[config.mk]
export PLATFORM = sky130hd
export DESIGN_NAME = stripe_steer
export DESIGN_NICKNAME = d
export VERILOG_FILES = /design/src/rtl/stripe_pkg.sv /design/src/rtl/stripe_origin.sv /design/src/rtl/stripe_advance.sv /design/src/rtl/stripe_fsm.sv /design/src/rtl/stripe_wport.sv /design/src/rtl/stripe_steer.sv
export SDC_FILE = /design/constraint.sdc
export NUM_CORES = 1
export LEC_CHECK = 0
export ABC_AREA = 1
export BUFFER_PORTS_ARGS = -buffer_cell sky130_fd_sc_hd__buf_2
export CORE_MARGIN = 2
export CORE_UTILIZATION = 40
export DETAILED_ROUTE_END_ITERATION = 16
export PLACE_DENSITY = 0.66
export SLEW_MARGIN = 20
export SYNTH_ARGS = -nofsm -noshare
export SYNTH_HDL_FRONTEND = slang
export SYNTH_SLANG_ARGS = --single-unit
[constraint.sdc]
create_clock -name clk -period 1.4 [get_ports clk]
set_input_delay 0.28 -clock clk [delete_from_list [all_inputs] [get_ports clk]]
set_output_delay 0.28 -clock clk [all_outputs]
set_load 0.1 [all_outputs]
[src/rtl/stripe_pkg.sv]
package stripe_pkg;

    typedef enum logic {
        MODE_CONCAT     = 1'b0,
        MODE_INTERLEAVE = 1'b1
    } stripe_mode_e;

    typedef enum logic [1:0] {
        ST_IDLE   = 2'd0,
        ST_STREAM = 2'd1,
        ST_SPILL  = 2'd2
    } steer_state_e;

endpackage

[src/rtl/stripe_origin.sv]
// Maps a starting logical offset to the first bank and local address.
module stripe_origin
    import stripe_pkg::*;
#(
    parameter int NUM_BANKS  = 4,
    parameter int BANK_DEPTH = 8,
    parameter int OFF_W      = 6,
    parameter int BANK_W     = 2,
    parameter int ADDR_W     = 3
) (
    input  logic [OFF_W-1:0]  off,
    input  stripe_mode_e      mode,
    output logic [BANK_W-1:0] org_bank,
    output logic [ADDR_W-1:0] org_addr,
    output logic              beyond
);
    localparam logic [OFF_W-1:0] DEPTH_V = OFF_W'(BANK_DEPTH);
    localparam logic [OFF_W-1:0] BANKS_V = OFF_W'(NUM_BANKS);
    localparam logic [OFF_W-1:0] CAP_V   = OFF_W'(NUM_BANKS * BANK_DEPTH);

    always_comb begin
        beyond = (off >= CAP_V);
        unique case (mode)
            MODE_CONCAT: begin
                org_bank = BANK_W'(off / DEPTH_V);
                org_addr = ADDR_W'(off % DEPTH_V);
            end
            MODE_INTERLEAVE: begin
                org_bank = BANK_W'(off % BANKS_V);
                org_addr = ADDR_W'(off / BANKS_V);
            end
            default: begin
                org_bank = '0;
                org_addr = '0;
            end
        endcase
    end
endmodule

[src/rtl/stripe_advance.sv]
// Computes the slot following the current one and flags the end of the group.
module stripe_advance
    import stripe_pkg::*;
#(
    parameter int NUM_BANKS  = 4,
    parameter int BANK_DEPTH = 8,
    parameter int BANK_W     = 2,
    parameter int ADDR_W     = 3
) (
    input  logic [BANK_W-1:0] cur_bank,
    input  logic [ADDR_W-1:0] cur_addr,
    input  stripe_mode_e      mode,
    output logic [BANK_W-1:0] adv_bank,
    output logic [ADDR_W-1:0] adv_addr,
    output logic              wrap
);
    localparam logic [BANK_W-1:0] LAST_BANK = BANK_W'(NUM_BANKS - 1);
    localparam logic [ADDR_W-1:0] LAST_ADDR = ADDR_W'(BANK_DEPTH - 1);

    always_comb begin
        adv_bank = cur_bank;
        adv_addr = cur_addr;
        wrap     = 1'b0;
        unique case (mode)
            MODE_CONCAT: begin
                if (cur_addr == LAST_ADDR) begin
                    adv_addr = '0;
                    if (cur_bank == LAST_BANK) begin
                        adv_bank = '0;
                        wrap     = 1'b1;
                    end else begin
                        adv_bank = cur_bank + BANK_W'(1);
                    end
                end else begin
                    adv_addr = cur_addr + ADDR_W'(1);
                end
            end
            MODE_INTERLEAVE: begin
                if (cur_bank == LAST_BANK) begin
                    adv_bank = '0;
                    if (cur_addr == LAST_ADDR) begin
                        adv_addr = '0;
                        wrap     = 1'b1;
                    end else begin
                        adv_addr = cur_addr + ADDR_W'(1);
                    end
                end else begin
                    adv_bank = cur_bank + BANK_W'(1);
                end
            end
            default: begin
                wrap = 1'b1;
            end
        endcase
    end
endmodule

[src/rtl/stripe_fsm.sv]
// Transfer control: state, captured mode, slot cursor and overflow flag.
module stripe_fsm
    import stripe_pkg::*;
#(
    parameter int BANK_W = 2,
    parameter int ADDR_W = 3
) (
    input  logic              clk,
    input  logic              rst_n,
    input  logic              start,
    input  stripe_mode_e      start_mode,
    input  logic              in_valid,
    input  logic              in_last,
    input  logic [BANK_W-1:0] org_bank,
    input  logic [ADDR_W-1:0] org_addr,
    input  logic              beyond,
    input  logic [BANK_W-1:0] adv_bank,
    input  logic [ADDR_W-1:0] adv_addr,
    input  logic              wrap,
    output steer_state_e      state_q,
    output stripe_mode_e      mode_q,
    output logic [BANK_W-1:0] bank_q,
    output logic [ADDR_W-1:0] addr_q,
    output logic              in_ready,
    output logic              write_go,
    output logic              overflow
);
    steer_state_e state_d;
    logic         load;
    logic         drop;
    logic         accept;

    // next-state logic
    always_comb begin
        state_d = state_q;
        accept  = in_valid && (state_q != ST_IDLE);
        unique case (state_q)
            ST_IDLE: begin
                if (start) state_d = beyond ? ST_SPILL : ST_STREAM;
            end
            ST_STREAM: begin
                if (accept) begin
                    if (in_last)   state_d = ST_IDLE;
                    else if (wrap) state_d = ST_SPILL;
                end
            end
            ST_SPILL: begin
                if (accept && in_last) state_d = ST_IDLE;
            end
            default: state_d = ST_IDLE;
        endcase
    end

    // state register
    always_ff @(posedge clk) begin
        if (!rst_n) state_q <= ST_IDLE;
        else        state_q <= state_d;
    end

    // outputs decoded from state
    always_comb begin
        in_ready = 1'b0;
        load     = 1'b0;
        write_go = 1'b0;
        drop     = 1'b0;
        unique case (state_q)
            ST_IDLE: begin
                load = start;
            end
            ST_STREAM: begin
                in_ready = 1'b1;
                write_go = in_valid;
            end
            ST_SPILL: begin
                in_ready = 1'b1;
                drop     = in_valid;
            end
            default: ;
        endcase
    end

    // cursor, captured mode and overflow
    always_ff @(posedge clk) begin
        if (!rst_n) begin
            mode_q   <= MODE_CONCAT;
            bank_q   <= '0;
            addr_q   <= '0;
            overflow <= 1'b0;
        end else begin
            if (load) begin
                mode_q   <= start_mode;
                bank_q   <= org_bank;
                addr_q   <= org_addr;
                overflow <= 1'b0;
            end else begin
                if (write_go) begin
                    bank_q <= adv_bank;
                    addr_q <= adv_addr;
                end
                if (drop) overflow <= 1'b1;
            end
        end
    end

    // the captured mode stays put while a transfer remains open
    assert_mode_hold_R10: assert property (@(posedge clk) disable iff (!rst_n)
        (in_ready && $past(in_ready)) |-> $stable(mode_q));

endmodule

[src/rtl/stripe_wport.sv]
// Registered write port of a single bank.
module stripe_wport #(
    parameter int DATA_W = 16,
    parameter int ADDR_W = 3
) (
    input  logic              clk,
    input  logic              rst_n,
    input  logic              hit,
    input  logic [ADDR_W-1:0] addr_in,
    input  logic [DATA_W-1:0] data_in,
    output logic              wr_en,
    output logic [ADDR_W-1:0] wr_addr,
    output logic [DATA_W-1:0] wr_data
);
    always_ff @(posedge clk) begin
        if (!rst_n) begin
            wr_en   <= 1'b0;
            wr_addr <= '0;
            wr_data <= '0;
        end else begin
            wr_en <= hit;
            if (hit) begin
                wr_addr <= addr_in;
                wr_data <= data_in;
            end
        end
    end
endmodule

[src/rtl/stripe_steer.sv]
module stripe_steer
    import stripe_pkg::*;
#(
    parameter int NUM_BANKS  = 4,
    parameter int BANK_DEPTH = 8,
    parameter int DATA_W     = 16,
    localparam int CAP       = NUM_BANKS * BANK_DEPTH,
    localparam int OFF_W     = $clog2(CAP) + 1,
    localparam int BANK_W    = (NUM_BANKS > 1) ? $clog2(NUM_BANKS) : 1,
    localparam int ADDR_W    = (BANK_DEPTH > 1) ? $clog2(BANK_DEPTH) : 1
) (
    input  logic                        clk,
    input  logic                        rst_n,
    input  logic                        start,
    input  logic [OFF_W-1:0]            start_off,
    input  logic                        start_mode,
    input  logic                        in_valid,
    input  logic [DATA_W-1:0]           in_data,
    input  logic                        in_last,
    output logic                        in_ready,
    output logic [NUM_BANKS-1:0]        wr_en,
    output logic [NUM_BANKS*ADDR_W-1:0] wr_addr,
    output logic [NUM_BANKS*DATA_W-1:0] wr_data,
    output logic                        overflow
);
    stripe_mode_e      mode_in;
    stripe_mode_e      mode_q;
    steer_state_e      state_q;
    logic [BANK_W-1:0] org_bank, adv_bank, bank_q;
    logic [ADDR_W-1:0] org_addr, adv_addr, addr_q;
    logic              beyond, wrap, write_go;

    assign mode_in = stripe_mode_e'(start_mode);

    stripe_origin #(
        .NUM_BANKS(NUM_BANKS), .BANK_DEPTH(BANK_DEPTH),
        .OFF_W(OFF_W), .BANK_W(BANK_W), .ADDR_W(ADDR_W)
    ) origin_i (
        .off(start_off), .mode(mode_in),
        .org_bank(org_bank), .org_addr(org_addr), .beyond(beyond)
    );

    stripe_advance #(
        .NUM_BANKS(NUM_BANKS), .BANK_DEPTH(BANK_DEPTH),
        .BANK_W(BANK_W), .ADDR_W(ADDR_W)
    ) advance_i (
        .cur_bank(bank_q), .cur_addr(addr_q), .mode(mode_q),
        .adv_bank(adv_bank), .adv_addr(adv_addr), .wrap(wrap)
    );

    stripe_fsm #(.BANK_W(BANK_W), .ADDR_W(ADDR_W)) fsm_i (
        .clk(clk), .rst_n(rst_n), .start(start), .start_mode(mode_in),
        .in_valid(in_valid), .in_last(in_last),
        .org_bank(org_bank), .org_addr(org_addr), .beyond(beyond),
        .adv_bank(adv_bank), .adv_addr(adv_addr), .wrap(wrap),
        .state_q(state_q), .mode_q(mode_q), .bank_q(bank_q), .addr_q(addr_q),
        .in_ready(in_ready), .write_go(write_go), .overflow(overflow)
    );

    for (genvar b = 0; b < NUM_BANKS; b++) begin : g_bank
        logic hit;
        assign hit = write_go && (bank_q == BANK_W'(b));
        stripe_wport #(.DATA_W(DATA_W), .ADDR_W(ADDR_W)) port_i (
            .clk(clk), .rst_n(rst_n), .hit(hit),
            .addr_in(addr_q), .data_in(in_data),
            .wr_en(wr_en[b]),
            .wr_addr(wr_addr[b*ADDR_W +: ADDR_W]),
            .wr_data(wr_data[b*DATA_W +: DATA_W])
        );
    end

    // at most one bank written per cycle
    assert_single_bank_R7: assert property (@(posedge clk) disable iff (!rst_n)
        $onehot0(wr_en));

    // a write only follows an accepted word
    assert_write_follows_accept_R7: assert property (@(posedge clk) disable iff (!rst_n)
        (|wr_en) |-> $past(in_valid && in_ready));

    // accepting the last word closes the transfer
    assert_last_closes_R2: assert property (@(posedge clk) disable iff (!rst_n)
        (in_valid && in_ready && in_last) |=> !in_ready);

    // discarded words never reach a bank
    assert_drop_no_write_R8: assert property (@(posedge clk) disable iff (!rst_n)
        (state_q == ST_SPILL && in_valid) |=> (wr_en == '0));

    // overflow holds until a new transfer starts
    assert_ovf_sticky_R8: assert property (@(posedge clk) disable iff (!rst_n)
        (overflow && !(start && !in_ready)) |=> overflow);

endmodule

== Yosys cells after proc, flatten, opt, wreduce, memory -nomap -nowiden ==
Cells that the tools add are included.

* Bitwise logic cells: 3
* $lt $le $gt $ge: 1
* Reductions and logical operators: 15
* Add/sub/neg operators: 2
* Shifts and indexed selects: 0
* Div/mod/pow operators: 0
* Multiplexer cells: 28
* Multiply operators: 0
* Eq/ne operators: 12

{| class="wikitable"
|+ Operator list
! kind !! count
|-
| 2-bit 2-to-1 mux || 10
|-
| 3-bit 2-to-1 mux || 4
|-
| 3-bit case mux with 2 select lines || 2
|-
| 1-bit 2-to-1 mux || 8
|-
| 2-bit case mux with 2 select lines || 2
|-
| 2-bit equality test (second input constant) || 3
|-
| 6-bit greater-or-equal comparator (second input constant) || 1
|-
| 1-bit logical AND || 6
|-
| 3-bit inequality test (second input constant) || 2
|-
| 2-bit case mux with 3 select lines || 1
|-
| 2-bit by 1-bit equality test with 1-bit output (second input constant) || 2
|-
| 2-bit zero test || 2
|-
| 2-bit by 1-bit inequality test with 1-bit output (second input constant) || 2
|-
| 2-bit AND reduction || 2
|-
| 4-bit AND reduction || 1
|-
| 2-bit nonzero test || 2
|-
| 2-bit OR reduction || 2
|-
| 3-bit by 1-bit adder with 3-bit output (second input constant) || 1
|-
| 3-bit equality test (second input constant) || 1
|-
| 3-bit by 1-bit inequality test with 1-bit output (second input constant) || 1
|-
| 1-bit NOT || 3
|-
| 2-bit by 1-bit adder with 2-bit output (second input constant) || 1
|-
| 2-bit inequality test (second input constant) || 1
|-
| 1-bit case mux with 2 select lines || 1
|}

* Memories: 0
* Input bits: 28
* Bits in read-only memories: 0
* Output and inout bits: 82
* Memory bits (writable): 0
* Latch bits: 0
* Register bits after elaboration: 89
* Word-level logic and storage cells: 78

== Depth between registers and ports, before layout ==
* Depth in word-level cells: 8
* Mapped depth: 9
* Mapped depth without buffers: 9

== Hierarchy ==
Synthesis repeated with hierarchy kept, for this count alone.

* Cells, all modules: 626
* Area, all modules: 3,968.8 µm²

{| class="wikitable"
|+ Modules (own cells, without submodules)
! module !! area an instance (µm²) !! sequential area each (µm²) !! cells each !! times used
|-
| stripe_wport || 803.3 || 400.4 || 123 || 4
|-
| stripe_fsm || 521.8 || 180.2 || 81 || 1
|-
| stripe_advance || 140.1 || 0.0 || 28 || 1
|-
| stripe_origin || 63.8 || 0.0 || 17 || 1
|-
| stripe_steer || 30.0 || 0.0 || 8 || 1
|}

== Least setup slack after synthesis ==
Ideal clock, no wire load.

* Path kind: reg2out
* Start point: register fsm_i.state_q[0]
* End point: output port in_ready
* Data arrival time: 1.210 ns
* Data required time: 1.120 ns
* Buffers on the path: 0
* Stages on the path, launching flop included: 3
* Setup slack: -0.090 ns
* Path through: dfxtp_1 -> inv_1 -> ha_1

* Longest elaborated chain between the ends: 3
* Elaborated cells on any way between the ends: 4
* Those cells by class: eq/ne: 2; mux: 1; reduce/logical: 1

{| class="wikitable"
|+ Ends and longest elaborated chain
! what !! RTL line !! RTL
|-
| start: declaration || stripe_fsm.sv:20 || <nowiki>output steer_state_e state_q,</nowiki>
|-
| start signal: assignment || stripe_fsm.sv:57 || <nowiki>else state_q <= state_d;</nowiki>
|-
| 2-bit by 1-bit equality test with 1-bit output or 2-bit equality test (tied branches) || stripe_fsm.sv:66 || <nowiki>unique case (state_q)</nowiki>
|-
| 2-bit OR reduction (no line) * || - ||
|-
| 1-bit 2-to-1 mux * || stripe_fsm.sv:66 ||
|-
| end: declaration || stripe_steer.sv:20 || <nowiki>output logic in_ready,</nowiki>
|}

Mark *: on every way between the ends. The rest lies on a longest branch, timed or not.

== Final worst setup path ==
* Start point: register fsm_i.state_q[1]
* End point: output port in_ready

The elaborated chain is that of the path after synthesis.

==> flow_summary.toml <==
[clocking]
hold_buffers = 0
cts-htree-levels = 3
cts_tree = "built"
clk_pin_slew_ns = 0.09
clockRootBuffer = "clkbuf_8"
cts_sinks = 89
cts_buffer_depth = 2
clock_latency_ns = 0.36
numCtsBuffers = 9

[run_status]
outcome = "complete, but fails checks"
violations = "negative setup slack"

[grt]
grtUsageTotal_pct = 19.9
grt_max_degree = 45
grt_overflow = 0
antenna_found_initial = 0
first_global_vias = 3100
grt_pass1_wl_um = 15600

[sta]
period_minus_slack_ns = 1.47
grt_setup_unrepaired = "true"
finalSetupViolations = 18
fin_crit_sh_pct = 105
hold_viol = 0
fin_skew_ns = 0.0176
final_max_slew_viol_count = 0
fmax_mhz = 680
relSlewSlack_pct = 67.9
setup_slack_ns = -0.0703
worstMarginPinSlew_ns = 0.485

[synthesis]
synth_area_leaders = "dfxtp_1, nand2_1, nand3_1, a21oi_1, ha_1"
yosys.area_share.simple_pct = 27.1
ys_ff_latch = 89
synth_area_per_cell_sq_um = 7.60
synth-adder-area-share_pct = 3.12
synth_top_cell_by_area = "dfxtp_1"
synth_warnings = 0
synth_cell_type_count = 20
muxShareOfSynthArea_pct = 0
synth_nets = 511
synth_top_family_by_area = "simple AND/OR/NAND/NOR gates"
synth.top_cell.area_share_pct = 49.4
syn_area_sq_um = 3600
syn-instance-count = 474
synth_seq_area_share_pct = 49.4
synthXorXnorAreaFrac_pct = 0
synth-compound-area-share_pct = 11.6

[power_and_ir_drop]
total_power_uw = 7330
p_sw_share_pct = 41.5
seq_power_share_pct = 38.4
internal-power_uw = 4290
power.switching_uw = 3040
pwr-share-clk_pct = 22.1
max-vdd-ir-drop_mv = 0.807
p_leak_uw = 0.00212
p_comb_share_pct = 39.4
power.density_nw_per_um2 = 1470

[floorplan]
pin_count = 110
core_region_area_sq_um = 8720
die_y_um = 98.9
initial_utilization_pct = 41.3
rows = 34
die_width_um = 98.9
dieArea_sq_um = 9790

[placement]
dpl_cell_area_sq_um = 4370
io_buffers = 109
place_hpwl_um = 6990
place_congestion = 0.810

[detailed_routing]
first_iter_violations = 180
viasPerCell = 5.15
drt_wl_total_um = 10500
ant_nets = 0
drc_errors = 0
wl_per_cell_um = 15.0
vias = 3608
first_pass_iters = 5

[critical_path]
crit_path_end = "in_ready"
r2r_end = "g_bank[0].port_i.wr_addr[1]"
reg2reg_from = "fsm_i.state_q[1]"
critPathMaxFanout = 3
worstPathArrival_ns = 1.19
crit_path_start_kind = "register"
timing.critical_path.from = "fsm_i.state_q[1]"
endpoint_kind = "primary output"
r2r_cells = 8
ff2ff_setup_slack_ns = -0.03
worstSetupPathType = "register to primary output"
cp_data_required_time_ns = 1.12

[layout]
multiInputGateArea_sq_um = 1600
regArea_sq_um = 1790
area_growth_pct = 38.0
num-fill-cells = 793
drive_gt1_share_pct = 31.1
postLayoutCoreUtil_pct = 57.1
diodes = 0
finalNetCount = 624
fin_area_sq_um = 4980

[worst_hold_path]
hold_class = "primary input to register"

[run]
drv_cap = 0
==> worst min-delay path by stage <==
stage | cells after the start | slack, ns | endpoint | from
after floorplan | 2 | 0.42 | fsm_i.mode_q | start_mode
after global placement | 2 | 0.45 | g_bank[2].port_i.wr_data[0] | g_bank[2].port_i.wr_data[0]
after detailed placement | 2 | 0.45 | g_bank[2].port_i.wr_data[12] | g_bank[2].port_i.wr_data[12]
after CTS | 3 | 0.21 | g_bank[3].port_i.wr_data[5] | in_data[5]
after global routing | 3 | 0.20 | g_bank[2].port_i.wr_data[8] | in_data[8]
final | 3 | 0.22 | fsm_i.mode_q | start_mode
==> area by class of cell <==
type / instances / share of cell area, %
flip-flops and latches: 89 / 35.9
clock inverters: 7 / 1.08
inverters: 26 / 2.11
multi-input cells: 322 / 32.1
well taps: 108 / 2.72
repair buffers: 139 / 23.6
clock buffers: 9 / 2.49
==> synth_stat cells, drive strengths merged <==
cell	number
nand4	1
clkbuf	6
o21ai	3
nand2	126
ha	9
nor2	20
o211ai	1
dfxtp	89
nand3	83
nor3	1
a21oi	78
buf	31
inv	25
clkinv	1
==> layout by cell type (no fill, tap or decap), types with 3 or more instances in the layout <==
cell type / count
buf_2: 28
inv_1: 19
a21oi_2: 4
inv_2: 6
buf_12: 10
nand2_2: 5
nor2_1: 20
dfxtp_1: 86
ha_1: 4
buf_4: 90
clkbuf_8: 9
nand2_1: 118
nand3_1: 83
a21oi_1: 74
ha_2: 4
clkbuf_4: 4
dfxtp_2: 3
==> cell families after synthesis <==
kind of cell,count (synthesis)
AND/OR/NAND/NOR,231
adder cells (fa/ha/maj),9
buffers and inverters,63
flip-flops,89
AO/OA/AOI/OAI,82
==> per-layer routing <==
metal / GRT usage (%) / wire length [um]
met5: 0 / 0
met4: 6.43 / 129
met3: 4.89 / 640
met2: 31.8 / 4980
met1: 26.5 / 4750
==> critical path: stages (launching register included) <==
cell and delay, ns:
dfxtp_2 0.34, inv_2 0.05, ha_4 0.27, buf_12 0.16
==> flip-flops by register name, summed over array words and instances, names as in the netlist <==
| signal | cells |
|---|---|
| fsm_i.mode_q | 1 |
| fsm_i.overflow | 1 |
| fsm_i.addr_q | 3 |
| g_bank.port_i.wr_data | 64 |
| g_bank.port_i.wr_en | 4 |
| fsm_i.bank_q | 2 |
| fsm_i.state_q | 2 |
| g_bank.port_i.wr_addr | 12 |
==> power by group through the flow <==
stage,registers [uW],clock network (uW),logic (uW)
after global routing,2840,1780,3070
after CTS,2810,1670,2650
after floorplan,3470,0,1260
final,2820,1620,2890
after global placement,2850,0,2520
after detailed placement,2860,0,2540
==> stage by stage <==
stage / setup TNS [ns] / setup WS [ns] / cells / hold WS, ns
finish: -0.310 / -0.0703 / 700 / 0.216
global route: -1.68 / -0.109 / 700 / 0.196
CTS: -0.0850 / -0.0850 / 694 / 0.205
detailed placement: -0.257 / -0.0373 / 677 / 0.450
global placement: 0 / 0.0361 / 677 / 0.446
floorplan: 0 / 0.0916 / 474 / 0.423
==> repair_timing <==
item / in CTS / in global routing
pin swaps: 1 / 4
endpoints found under the setup margin: 134 / 62
gates resized for setup: 82 / 37
gates cloned: 0 / 3
setup buffers: 1 / 3
(Power assumes the default switching activity.)
